[src/rtl/ptc_pkg.sv]
package ptc_pkg;
    typedef enum logic [2:0] {
        MODE_HALT,
        MODE_UP_FREE,
        MODE_UP_IVAL,
        MODE_DN_FREE,
        MODE_DN_IVAL
    } mode_e;

    localparam int CTL_W      = 6;
    localparam int CTL_HALT   = 0;
    localparam int CTL_IVAL   = 1;
    localparam int CTL_DOWN   = 2;
    localparam int CTL_CMP    = 3;
    localparam int CTL_ZERO   = 4;
    localparam logic [CTL_W-1:0] CTL_RESET = 6'h21;
endpackage

[src/rtl/ptc_prescaler.sv]
module ptc_prescaler #(
    parameter int NSEL_W = 4
) (
    input  logic              clk,
    input  logic              rst_n,
    input  logic              run,
    input  logic              restart,
    input  logic              pre_en,
    input  logic [NSEL_W-1:0] nsel,
    output logic              tick
);
    localparam int PW = (1 << NSEL_W) + 1;

    logic [PW-1:0]     pre_q;
    logic [NSEL_W:0]   shamt;
    logic [PW-1:0]     limit;
    logic              at_limit;

    assign shamt    = {1'b0, nsel} + {{NSEL_W{1'b0}}, 1'b1};
    assign limit    = (PW'(1) << shamt) - PW'(1);
    assign at_limit = (pre_q >= limit);
    assign tick     = run && !restart && (!pre_en || at_limit);

    always_ff @(posedge clk or negedge rst_n) begin
        if (!rst_n) begin
            pre_q <= '0;
        end else if (!run || restart || !pre_en) begin
            pre_q <= '0;
        end else if (at_limit) begin
            pre_q <= '0;
        end else begin
            pre_q <= pre_q + PW'(1);
        end
    end

    // an enabled prescaler never ticks on two consecutive clocks
    p_tick_gap_r1: assert property (@(posedge clk) disable iff (!rst_n)
        (tick && pre_en) |=> (!pre_en || !tick));
endmodule

[src/rtl/ptc_counter.sv]
module ptc_counter
    import ptc_pkg::*;
#(
    parameter int W = 16
) (
    input  logic         clk,
    input  logic         rst_n,
    input  mode_e        mode,
    input  logic [W-1:0] top,
    input  logic         zero_cmd,
    input  logic         tick,
    output logic [W-1:0] cnt_q,
    output logic [W-1:0] cnt_nxt,
    output logic         step,
    output logic         wrap
);
    always_comb begin
        cnt_nxt = cnt_q;
        wrap    = 1'b0;
        unique case (mode)
            MODE_HALT: begin
                cnt_nxt = cnt_q;
            end
            MODE_UP_FREE, MODE_UP_IVAL: begin
                if (cnt_q >= top) begin
                    cnt_nxt = '0;
                    wrap    = 1'b1;
                end else begin
                    cnt_nxt = cnt_q + W'(1);
                end
            end
            MODE_DN_FREE, MODE_DN_IVAL: begin
                if (cnt_q == '0) begin
                    cnt_nxt = top;
                    wrap    = 1'b1;
                end else begin
                    cnt_nxt = cnt_q - W'(1);
                end
            end
            default: cnt_nxt = cnt_q;
        endcase
    end

    assign step = tick && (mode != MODE_HALT) && !zero_cmd;

    always_ff @(posedge clk or negedge rst_n) begin
        if (!rst_n) begin
            cnt_q <= '0;
        end else if (zero_cmd) begin
            cnt_q <= '0;
        end else if (step) begin
            cnt_q <= cnt_nxt;
        end
    end

    // without a tick the count holds
    p_hold_no_tick_r2: assert property (@(posedge clk) disable iff (!rst_n)
        (!tick && !zero_cmd) |=> $stable(cnt_q));
    // a zero command leaves a zero count
    p_zero_cmd_r3: assert property (@(posedge clk) disable iff (!rst_n)
        zero_cmd |=> (cnt_q == '0));
endmodule

[src/rtl/ptc_match.sv]
module ptc_match #(
    parameter int W = 16,
    parameter int N = 3
) (
    input  logic                clk,
    input  logic                rst_n,
    input  logic [W-1:0]        cnt_nxt,
    input  logic                step,
    input  logic [W-1:0]        top,
    input  logic                cmp_en,
    input  logic [N-1:0][W-1:0] match_val,
    output logic [N-1:0]        hit
);
    for (genvar i = 0; i < N; i++) begin : g_cmp
        logic in_range;
        assign in_range = (match_val[i] <= top);
        assign hit[i]   = step && cmp_en && in_range && (cnt_nxt == match_val[i]);
    end

    // no compare hit without compare enable
    p_hit_needs_en_r8: assert property (@(posedge clk) disable iff (!rst_n)
        (|hit) |-> cmp_en);
endmodule

[src/rtl/ptimer_channel.sv]
module ptimer_channel
    import ptc_pkg::*;
#(
    parameter int CNT_W     = 16,
    parameter int NSEL_W    = 4,
    parameter int NUM_MATCH = 3
) (
    input  logic                        clk,
    input  logic                        rst_n,
    input  logic [NSEL_W+1:0]           clk_cfg,
    input  logic [CNT_W-1:0]            interval,
    input  logic [NUM_MATCH-1:0][CNT_W-1:0] match_val,
    input  logic                        ctrl_wr,
    input  logic [CTL_W-1:0]            ctrl_wdata,
    input  logic                        status_clr,
    output logic [CTL_W-1:0]            ctrl_rd,
    output logic [CNT_W-1:0]            count,
    output logic [NUM_MATCH+2:0]        status
);
    localparam int ST_W   = NUM_MATCH + 3;
    localparam int ST_IV  = 0;
    localparam int ST_OV  = NUM_MATCH + 1;
    localparam logic [CTL_W-1:0] STORE_MASK = ~(CTL_W'(1) << CTL_ZERO);

    logic [CTL_W-1:0] ctrl_q;
    logic             zero_cmd;
    mode_e            mode;
    logic [CNT_W-1:0] top;
    logic             tick;
    logic [CNT_W-1:0] cnt_q;
    logic [CNT_W-1:0] cnt_nxt;
    logic             step;
    logic             wrap;
    logic [NUM_MATCH-1:0] hit;
    logic [ST_W-1:0]  set_vec;
    logic [ST_W-1:0]  status_q;

    always_ff @(posedge clk or negedge rst_n) begin
        if (!rst_n) begin
            ctrl_q <= CTL_RESET;
        end else if (ctrl_wr) begin
            ctrl_q <= ctrl_wdata & STORE_MASK;
        end
    end

    assign zero_cmd = ctrl_wr && ctrl_wdata[CTL_ZERO];

    always_comb begin
        if (ctrl_q[CTL_HALT]) begin
            mode = MODE_HALT;
        end else begin
            unique case ({ctrl_q[CTL_DOWN], ctrl_q[CTL_IVAL]})
                2'b00:   mode = MODE_UP_FREE;
                2'b01:   mode = MODE_UP_IVAL;
                2'b10:   mode = MODE_DN_FREE;
                default: mode = MODE_DN_IVAL;
            endcase
        end
    end

    assign top = ctrl_q[CTL_IVAL] ? interval : '1;

    ptc_prescaler #(.NSEL_W(NSEL_W)) u_pre (
        .clk     (clk),
        .rst_n   (rst_n),
        .run     (!ctrl_q[CTL_HALT]),
        .restart (zero_cmd),
        .pre_en  (clk_cfg[0]),
        .nsel    (clk_cfg[NSEL_W:1]),
        .tick    (tick)
    );

    ptc_counter #(.W(CNT_W)) u_cnt (
        .clk      (clk),
        .rst_n    (rst_n),
        .mode     (mode),
        .top      (top),
        .zero_cmd (zero_cmd),
        .tick     (tick),
        .cnt_q    (cnt_q),
        .cnt_nxt  (cnt_nxt),
        .step     (step),
        .wrap     (wrap)
    );

    ptc_match #(.W(CNT_W), .N(NUM_MATCH)) u_cmp (
        .clk       (clk),
        .rst_n     (rst_n),
        .cnt_nxt   (cnt_nxt),
        .step      (step),
        .top       (top),
        .cmp_en    (ctrl_q[CTL_CMP]),
        .match_val (match_val),
        .hit       (hit)
    );

    always_comb begin
        set_vec = '0;
        set_vec[NUM_MATCH:1] = hit;
        if (step && wrap) begin
            if (ctrl_q[CTL_IVAL]) set_vec[ST_IV] = 1'b1;
            else                  set_vec[ST_OV] = 1'b1;
        end
    end

    always_ff @(posedge clk or negedge rst_n) begin
        if (!rst_n) begin
            status_q <= '0;
        end else begin
            status_q <= (status_clr ? '0 : status_q) | set_vec;
        end
    end

    assign ctrl_rd = ctrl_q;
    assign count   = cnt_q;
    assign status  = status_q;

    // a write stores every bit but the zero command
    p_ctrl_store_r3: assert property (@(posedge clk) disable iff (!rst_n)
        ctrl_wr |=> (ctrl_rd == ($past(ctrl_wdata) & STORE_MASK)));
    // flags never drop without a clear
    p_sticky_r9: assert property (@(posedge clk) disable iff (!rst_n)
        !status_clr |=> ((status_q & $past(status_q)) == $past(status_q)));
    // compare flags do not newly appear while compare enable is off
    p_no_cmp_off_r8: assert property (@(posedge clk) disable iff (!rst_n)
        (!ctrl_q[CTL_CMP] && !status_clr) |=>
        (status_q[NUM_MATCH:1] == $past(status_q[NUM_MATCH:1])));
    // limit-mode up wrap flags bit 0
    p_ival_wrap_r5: assert property (@(posedge clk) disable iff (!rst_n)
        (mode == MODE_UP_IVAL && step && cnt_q >= interval) |=> status_q[ST_IV]);
endmodule

[config.mk]
export PLATFORM = sky130hd
export DESIGN_NAME = ptimer_channel
export DESIGN_NICKNAME = d
export VERILOG_FILES = /design/src/rtl/ptc_pkg.sv /design/src/rtl/ptc_prescaler.sv /design/src/rtl/ptc_counter.sv /design/src/rtl/ptc_match.sv /design/src/rtl/ptimer_channel.sv
export SDC_FILE = /design/constraint.sdc
export NUM_CORES = 1
export LEC_CHECK = 0
export BUFFER_PORTS_ARGS = -buffer_cell sky130_fd_sc_hd__buf_2
export CELL_PAD_IN_SITES_DETAIL_PLACEMENT = 0
export CELL_PAD_IN_SITES_GLOBAL_PLACEMENT = 1
export CORE_MARGIN = 4
export CORE_UTILIZATION = 43
export DETAILED_ROUTE_END_ITERATION = 10
export GPL_ROUTABILITY_DRIVEN = 0
export HOLD_SLACK_MARGIN = 0.15
export MAX_ROUTING_LAYER = met4
export PLACE_DENSITY_LB_ADDON = 0.1
export SETUP_SLACK_MARGIN = 0.15
export SYNTH_ARGS = -nofsm -noshare
export SYNTH_HDL_FRONTEND = slang
export SYNTH_SLANG_ARGS = --single-unit
[constraint.sdc]
create_clock -name clk -period 4.5 [get_ports clk]
set_input_delay 0.9 -clock clk [delete_from_list [all_inputs] [get_ports clk]]
set_output_delay 0.9 -clock clk [all_outputs]
set_load 0.02 [all_outputs]
==> impl_metrics.py, run 1 <==
metrics = {
    "run_status": {
        "status": "complete, no violations",
    },
    "synthesis": {
        "synth_edf_count": 0,
        "synth_cell_types": 81,
        "ys_seq_elements": 43,
        "syn_inst": 771,
        "netlist_area_um2": 6110,
        "yosysWarningCount": 0,
        "ys_seq_area_share_pct": 17.6,
        "synthArstFlopShare_pct": 100,
        "synth_area_leaders": "ha_1 18%, dfrtp_1 17%, xor2_1 5.6%",
        "yosys.area.top_type_share_pct": 18.2,
        "yosys.area.top_type": "ha_1",
        "synthFlopType": "dfrtp_1",
        "postSynthAreaPerCell_um2": 7.93,
    },
    "setup_path": {
        "critPathArrivalTime_ps": 4420,
        "crit_start": "clk_cfg[2]",
        "critical_path_class": "in -> reg",
        "critical_path.max_stage_delay_ps": 540,
        "r2r_start": "ctrl_rd[1]",
        "crit_family": "simple AND/OR/NAND/NOR gates",
        "endpoint_kind": "flop",
        "crit_path_cell_trace": "buf_2 > or2_2 > nand2b_1 > ha_4 > nor2b_4 > nand3_1 > o21ai_1 > o21ai_1 > ha_1 > nand2_1 > or4_4 > o221ai_4 > nand2_1 > nor3_1 > nand4_1 > or4_1 > o32ai_2",
        "critPathSlowestCell": "or4_1",
        "cp-start-kind": "input port",
        "cp_num_buf_inv": 1,
        "crit_fanout": 5,
        "cp.required_ps": 4720,
    },
    "final_layout": {
        "final_common_cell": "buf_2",
        "diodes": 0,
        "drive_gt1_share_pct": 22.4,
        "final_cells": 1067,
        "layout.nets": 1055,
        "area_growth_pct": 18.7,
        "final_cell_mix": "104 x buf_2, 88 x ha_1, 74 x nand2_1, 61 x nor2_1, 50 x buf_4",
    },
    "worst_hold_path": {
        "min_path_type": "reg -> reg",
        "hold_path_startpoint": "status[2]",
    },
    "die": {
        "rows": 43,
        "die_area_um2": 16200,
        "ioPinCount": 108,
        "start_util_pct": 44.0,
        "die_h_um": 127,
        "core_um2": 13900,
        "die_x_um": 127,
    },
    "power": {
        "powerDensity_nw_per_um2": 351,
        "switching_share_pct": 49.0,
        "power.share.clock_pct": 17.4,
        "intPower_mw": 1.30,
        "pwr-share-comb_pct": 62.7,
        "p_leak_nw": 3.30,
        "power.switching_mw": 1.25,
        "ir_drop_mv": 0.186,
        "p_seq_share_pct": 19.9,
    },
    "global_routing": {
        "grt_overflow": 0,
        "antenna_found_initial": 0,
        "grt_start_max_net_pins": 44,
        "grt_pass1_vias": 6535,
        "grt_first_pass_wirelength_mm": 34.7,
        "grt_use_total_pct": 28.1,
    },
    "place": {
        "portBuffers": 104,
        "detailed_place_hpwl_mm": 18.1,
        "post-place-cells": 1058,
    },
    "drt": {
        "wl_met1_mm": 10.5,
        "dr_wl_met3_mm": 1.65,
        "routed_via_density": 6.17,
        "vias": 6580,
        "drtPass1Iterations": 7,
        "ant_nets": 0,
        "wl_mm": 22.6,
        "wl_per_cell_um": 21.2,
        "drc": 0,
        "top_layer": "met4",
        "wl_met2_mm": 9.82,
        "drt-initial-drc-count": 762,
    },
    "cts": {
        "clk_path_buf_depth": 2,
        "clkTransAtPathRegs_ps": 70,
        "clock-sinks": 43,
        "cts_made_buffers": 5,
        "root_buffer": "clkbuf_16",
        "clock_latency_ps": 300,
        "cts_tree": "done",
        "htreeDepth": 2,
    },
    "sta": {
        "slew_headroom_pct": 30.2,
        "timing.final.hold_violations": 0,
        "fmax_mhz": 238,
        "finalClockSkew_ps": 10.2,
        "setup_viol": 0,
        "period_needed_ps": 4210,
        "rsz0062_at_grt": "false",
        "min_period_over_period_pct": 93.5,
        "setup_tns_ps": 0,
        "worst_pin_slew_ps": 1050,
        "slew_viol_final": 0,
    },
    "flow_run": {
        "cap_violations": 0,
    },
}
-- synth_stat cells, drive strengths merged, types with 11 or more instances --
| master | count |
|---|---|
| o21ai | 37 |
| nor3 | 20 |
| nand3 | 33 |
| dfrtp | 41 |
| buf | 22 |
| o211ai | 12 |
| nand2 | 74 |
| inv | 20 |
| or3 | 11 |
| nand4 | 29 |
| o31ai | 17 |
| a21oi | 38 |
| xor2 | 39 |
| ha | 89 |
| nor2 | 63 |
| nor4 | 17 |
| xnor2 | 27 |
| mux2i | 11 |
| clkbuf | 26 |
-- cells by family after synthesis --
family          share of synthesized area (%)
mux                                      3.09
compound gates                           20.1
buf+inv                                  5.03
xor+xnor                                 9.46
simple gates                             26.3
flops                                    17.6
other cells                             0.123
fa+ha+maj                                18.2
-- power groups by stage --
stage | Sequential [mW] | Combinational, mW | Clock (mW)
global placement | 0.510 | 1.52 | 0
detailed placement | 0.510 | 1.55 | 0
global route | 0.514 | 1.73 | 0.464
CTS | 0.503 | 1.56 | 0.449
finish | 0.507 | 1.60 | 0.443
floorplan | 0.503 | 1.06 | 0
-- worst paths after layout --
path	cells past startpoint	slack [ps]	to
setup / recovery	17	290	status[1]
hold / removal	2	510	status[2]
setup reg to reg	13	310	status[1]
hold reg to reg	2	510	status[2]
max in group asynchronous	1	3060	u_cnt.cnt_q[4]
min in group asynchronous	1	790	u_pre.pre_q[0]
-- routing by layer --
metal | vias up | track usage (%)
li1 | 3091 | -
met1 | 3118 | 39.3
met2 | 322 | 42.1
met3 | 49 | 3.39
met4 | 0 | 9.78
met5 | - | -
-- registers in the layout (all words and copies together), names as in the netlist --
signal	count
status	5
u_pre.pre_q	17
u_cnt.cnt_q	16
ctrl_rd	5
-- stage by stage --
step	setup WS (ps)	area, um2	util, %	power [mW]	hold WS (ps)
after floorplan	577	6170	-	1.57	474
after global placement	11.2	7020	50.6	2.03	499
after detailed placement	-56.5	7020	50.6	2.06	481
after CTS	265	7190	51.8	2.51	505
after global routing	122	7260	52.3	2.70	525
final	291	7260	52.3	2.55	512
-- tightest hold or removal path, delay by kind of cell, from the launching register on --
family,cells,cell delay [ps]
flip-flops,1,360
AND/OR/NAND/NOR,1,60
AO/OA/AOI/OAI,1,60
-- what timing repair did --
item | 4_1_cts | 5_1_grt
gates resized for setup | 0 | 8
endpoints found under the setup margin | 0 | 3
setup buffers | 0 | 1
hold buffers | 0 | 0
-- cell type report --
| type | instances | area (um2) |
|---|---|---|
| fill | 1348 | 6620 |
| inverter | 20 | 75.1 |
| clock inverter | 3 | 47.5 |
| multi-input combinational | 662 | 4810 |
| clock buffer | 5 | 125 |
| tap | 180 | 225 |
| sequential | 43 | 1080 |
| timing repair buffer | 154 | 896 |
Power figures use the tool's default switching activity.
==> run 2, diff against run 1 <==
--- a/config.mk
+++ b/config.mk
@@ -12,6 +12,7 @@
 export CORE_UTILIZATION = 43
 export DETAILED_ROUTE_END_ITERATION = 10
 export GPL_ROUTABILITY_DRIVEN = 0
+export GPL_TIMING_DRIVEN = 0
 export HOLD_SLACK_MARGIN = 0.15
 export MAX_ROUTING_LAYER = met4
 export PLACE_DENSITY_LB_ADDON = 0.1
==> impl_metrics.py, run 2 (synthesis gave the netlist of run 1 again) <==
metrics = {
    "sta": {
        "timing.final.hold_violations": 0,
        "period_needed_ps": 4410,
        "setup_ws_ps": 88.5,
        "slew_viol_final": 0,
        "slew_headroom_pct": 26.7,
        "timing.hold.ws_ps": 513,
        "rsz0062_at_grt": "true",
        "worst_pin_slew_ps": 1100,
        "min_period_over_period_pct": 98.0,
        "setup_viol": 0,
        "fmax_mhz": 227,
        "finalClockSkew_ps": 6.28,
    },
    "power": {
        "p_seq_share_pct": 19.0,
        "intPower_mw": 1.25,
        "pwr-share-comb_pct": 65.9,
        "p_leak_nw": 3.32,
        "power.switching_mw": 1.27,
        "switching_share_pct": 50.3,
        "ir_drop_mv": 0.166,
        "powerDensity_nw_per_um2": 340,
        "power_mw": 2.52,
        "power.share.clock_pct": 15.1,
    },
    "setup_path": {
        "crit_start": "clk_cfg[2]",
        "reg2regPathDepth": 15,
        "crit_family": "simple AND/OR/NAND/NOR gates",
        "r2r_start": "ctrl_rd[1]",
        "critical_path_class": "in -> reg",
        "rrSetupSlack_ps": 180,
        "endpoint_kind": "flop",
        "crit_top_cell": "buf_8",
        "cp_num_buf_inv": 5,
        "crit_path_end": "status[2]",
        "r2r-end": "status[1]",
        "critPathArrivalTime_ps": 4630,
        "crit_path_cell_trace": "clkbuf_16 > or2_4 > buf_8 > nand2b_4 > ha_4 > buf_8 > buf_4 > nor2_4 > nand3_2 > a21oi_1 > a21oi_1 > ha_1 > nand4_1 > or4_4 > o221ai_4 > and2_4 > buf_8 > o211ai_1 > nor4_1 > nand4_1 > o31ai_1",
        "crit_fanout": 4,
        "cp-start-kind": "input port",
        "cp.required_ps": 4710,
        "crit_cells": 21,
        "critical_path.max_stage_delay_ps": 460,
        "critPathSlowestCell": "or4_4",
    },
    "drt": {
        "drtPass1Iterations": 5,
        "wl_per_cell_um": 21.4,
        "routed_via_density": 6.18,
        "ant_nets": 0,
        "vias": 6666,
        "wl_mm": 23.0,
        "drc": 0,
        "drt-initial-drc-count": 561,
    },
    "cts": {
        "clock_latency_ps": 300,
        "cts_made_buffers": 5,
        "clkTransAtPathRegs_ps": 70,
        "htreeDepth": 2,
        "root_buffer": "clkbuf_16",
        "clk_path_buf_depth": 2,
        "cts_tree": "done",
        "clock-sinks": 43,
    },
    "global_routing": {
        "grt_use_total_pct": 29.3,
        "grt_pass1_vias": 6719,
        "antenna_found_initial": 0,
        "grt_start_max_net_pins": 44,
        "grt_first_pass_wirelength_mm": 36.0,
        "grt_overflow": 0,
    },
    "final_layout": {
        "final_area_um2": 7420,
        "largest_registers": "u_pre.pre_q (17), u_cnt.cnt_q (16)",
        "diodes": 0,
        "largest_reg_flops": 17,
        "final_cell_mix": "113 x buf_2, 87 x ha_1, 73 x nand2_1, 50 x nor2_1, 41 x dfrtp_1",
        "drive_gt1_share_pct": 24.1,
        "final_common_cell": "buf_2",
        "final_cells": 1078,
        "layout.nets": 1066,
        "regMostFlops": "u_pre.pre_q",
        "area_growth_pct": 21.3,
    },
    "die": {
        "die_x_um": 127,
        "start_util_pct": 44.0,
        "rows": 43,
        "ioPinCount": 108,
        "die_h_um": 127,
        "core_um2": 13900,
        "die_area_um2": 16200,
    },
    "place": {
        "detailed_place_hpwl_mm": 18.1,
        "pre_cts_ws_ps": -739,
        "placed_area_um2": 6900,
        "portBuffers": 101,
        "post-place-cells": 1054,
    },
    "flow_run": {
        "cap_violations": 0,
    },
    "run_status": {
        "status": "complete, no violations",
    },
    "worst_hold_path": {
        "min_path_type": "reg -> reg",
    },
}
-- run 2: metal layers --
metal / up-vias / GRT usage [%] / share of wire (%)
met2: 337 / 44.1 / 44
met4: 0 / 8.96 / 2.6
li1: 3106 / - / -
met5: - / - / 0
met3: 44 / 5.56 / 9.0
met1: 3179 / 40.0 / 44
-- run 2: final cells by class --
class / count / area (um2)
Fill cell: 1375 / 6460
Inverter: 20 / 75.1
Clock buffer: 6 / 129
Multi-Input combinational cell: 662 / 4940
Clock inverter: 2 / 12.5
Sequential cell: 43 / 1080
Timing Repair Buffer: 117 / 643
Buffer: 48 / 318
Tap cell: 180 / 225
-- run 2: how the worst min path moves through the flow --
stage,start,end,slack [ps],cells past startpoint
after floorplan,u_pre.pre_q[0],u_pre.pre_q[0],470,1
after global placement,status[2],status[2],500,2
after detailed placement,status[2],status[2],490,2
after CTS,status[2],status[2],510,2
after global routing,u_pre.pre_q[0],u_pre.pre_q[0],530,1
final,status[2],status[2],510,2
-- run 2: timing repair --
action                                 CTS  global route
setup buffers                           12             4
endpoints found under the hold margin    0             0
setup endpoints to repair               29            34
hold buffers                             0             0
pin swaps                               14            17
gates resized for setup                 39            33
-- run 2: stage by stage --
stage,TNS (ps),utilization [%]
2_1_floorplan,0,-
6_report,0,53.4
4_1_cts,0,52.4
3_5_place_dp,-16220,49.7
3_3_place_gp,-13920,49.7
5_1_grt,-35.6,53.4
-- run 2: power groups by stage --
| stage | Sequential (mW) | Combinational [mW] | Clock (mW) |
|---|---|---|---|
| floorplan | 0.503 | 1.06 | 0 |
| CTS | 0.476 | 1.59 | 0.387 |
| finish | 0.478 | 1.66 | 0.382 |
| global route | 0.483 | 1.81 | 0.394 |
| global placement | 0.482 | 1.53 | 0 |
| detailed placement | 0.483 | 1.55 | 0 |
-- run 2: worst min-delay path: cells and delay by family (launching register included) --
| kind | cells | cell delay (ps) |
|---|---|---|
| AOI/OAI and AO/OA | 1 | 60 |
| DFF | 1 | 360 |
| and+or+nand+nor | 1 | 60 |
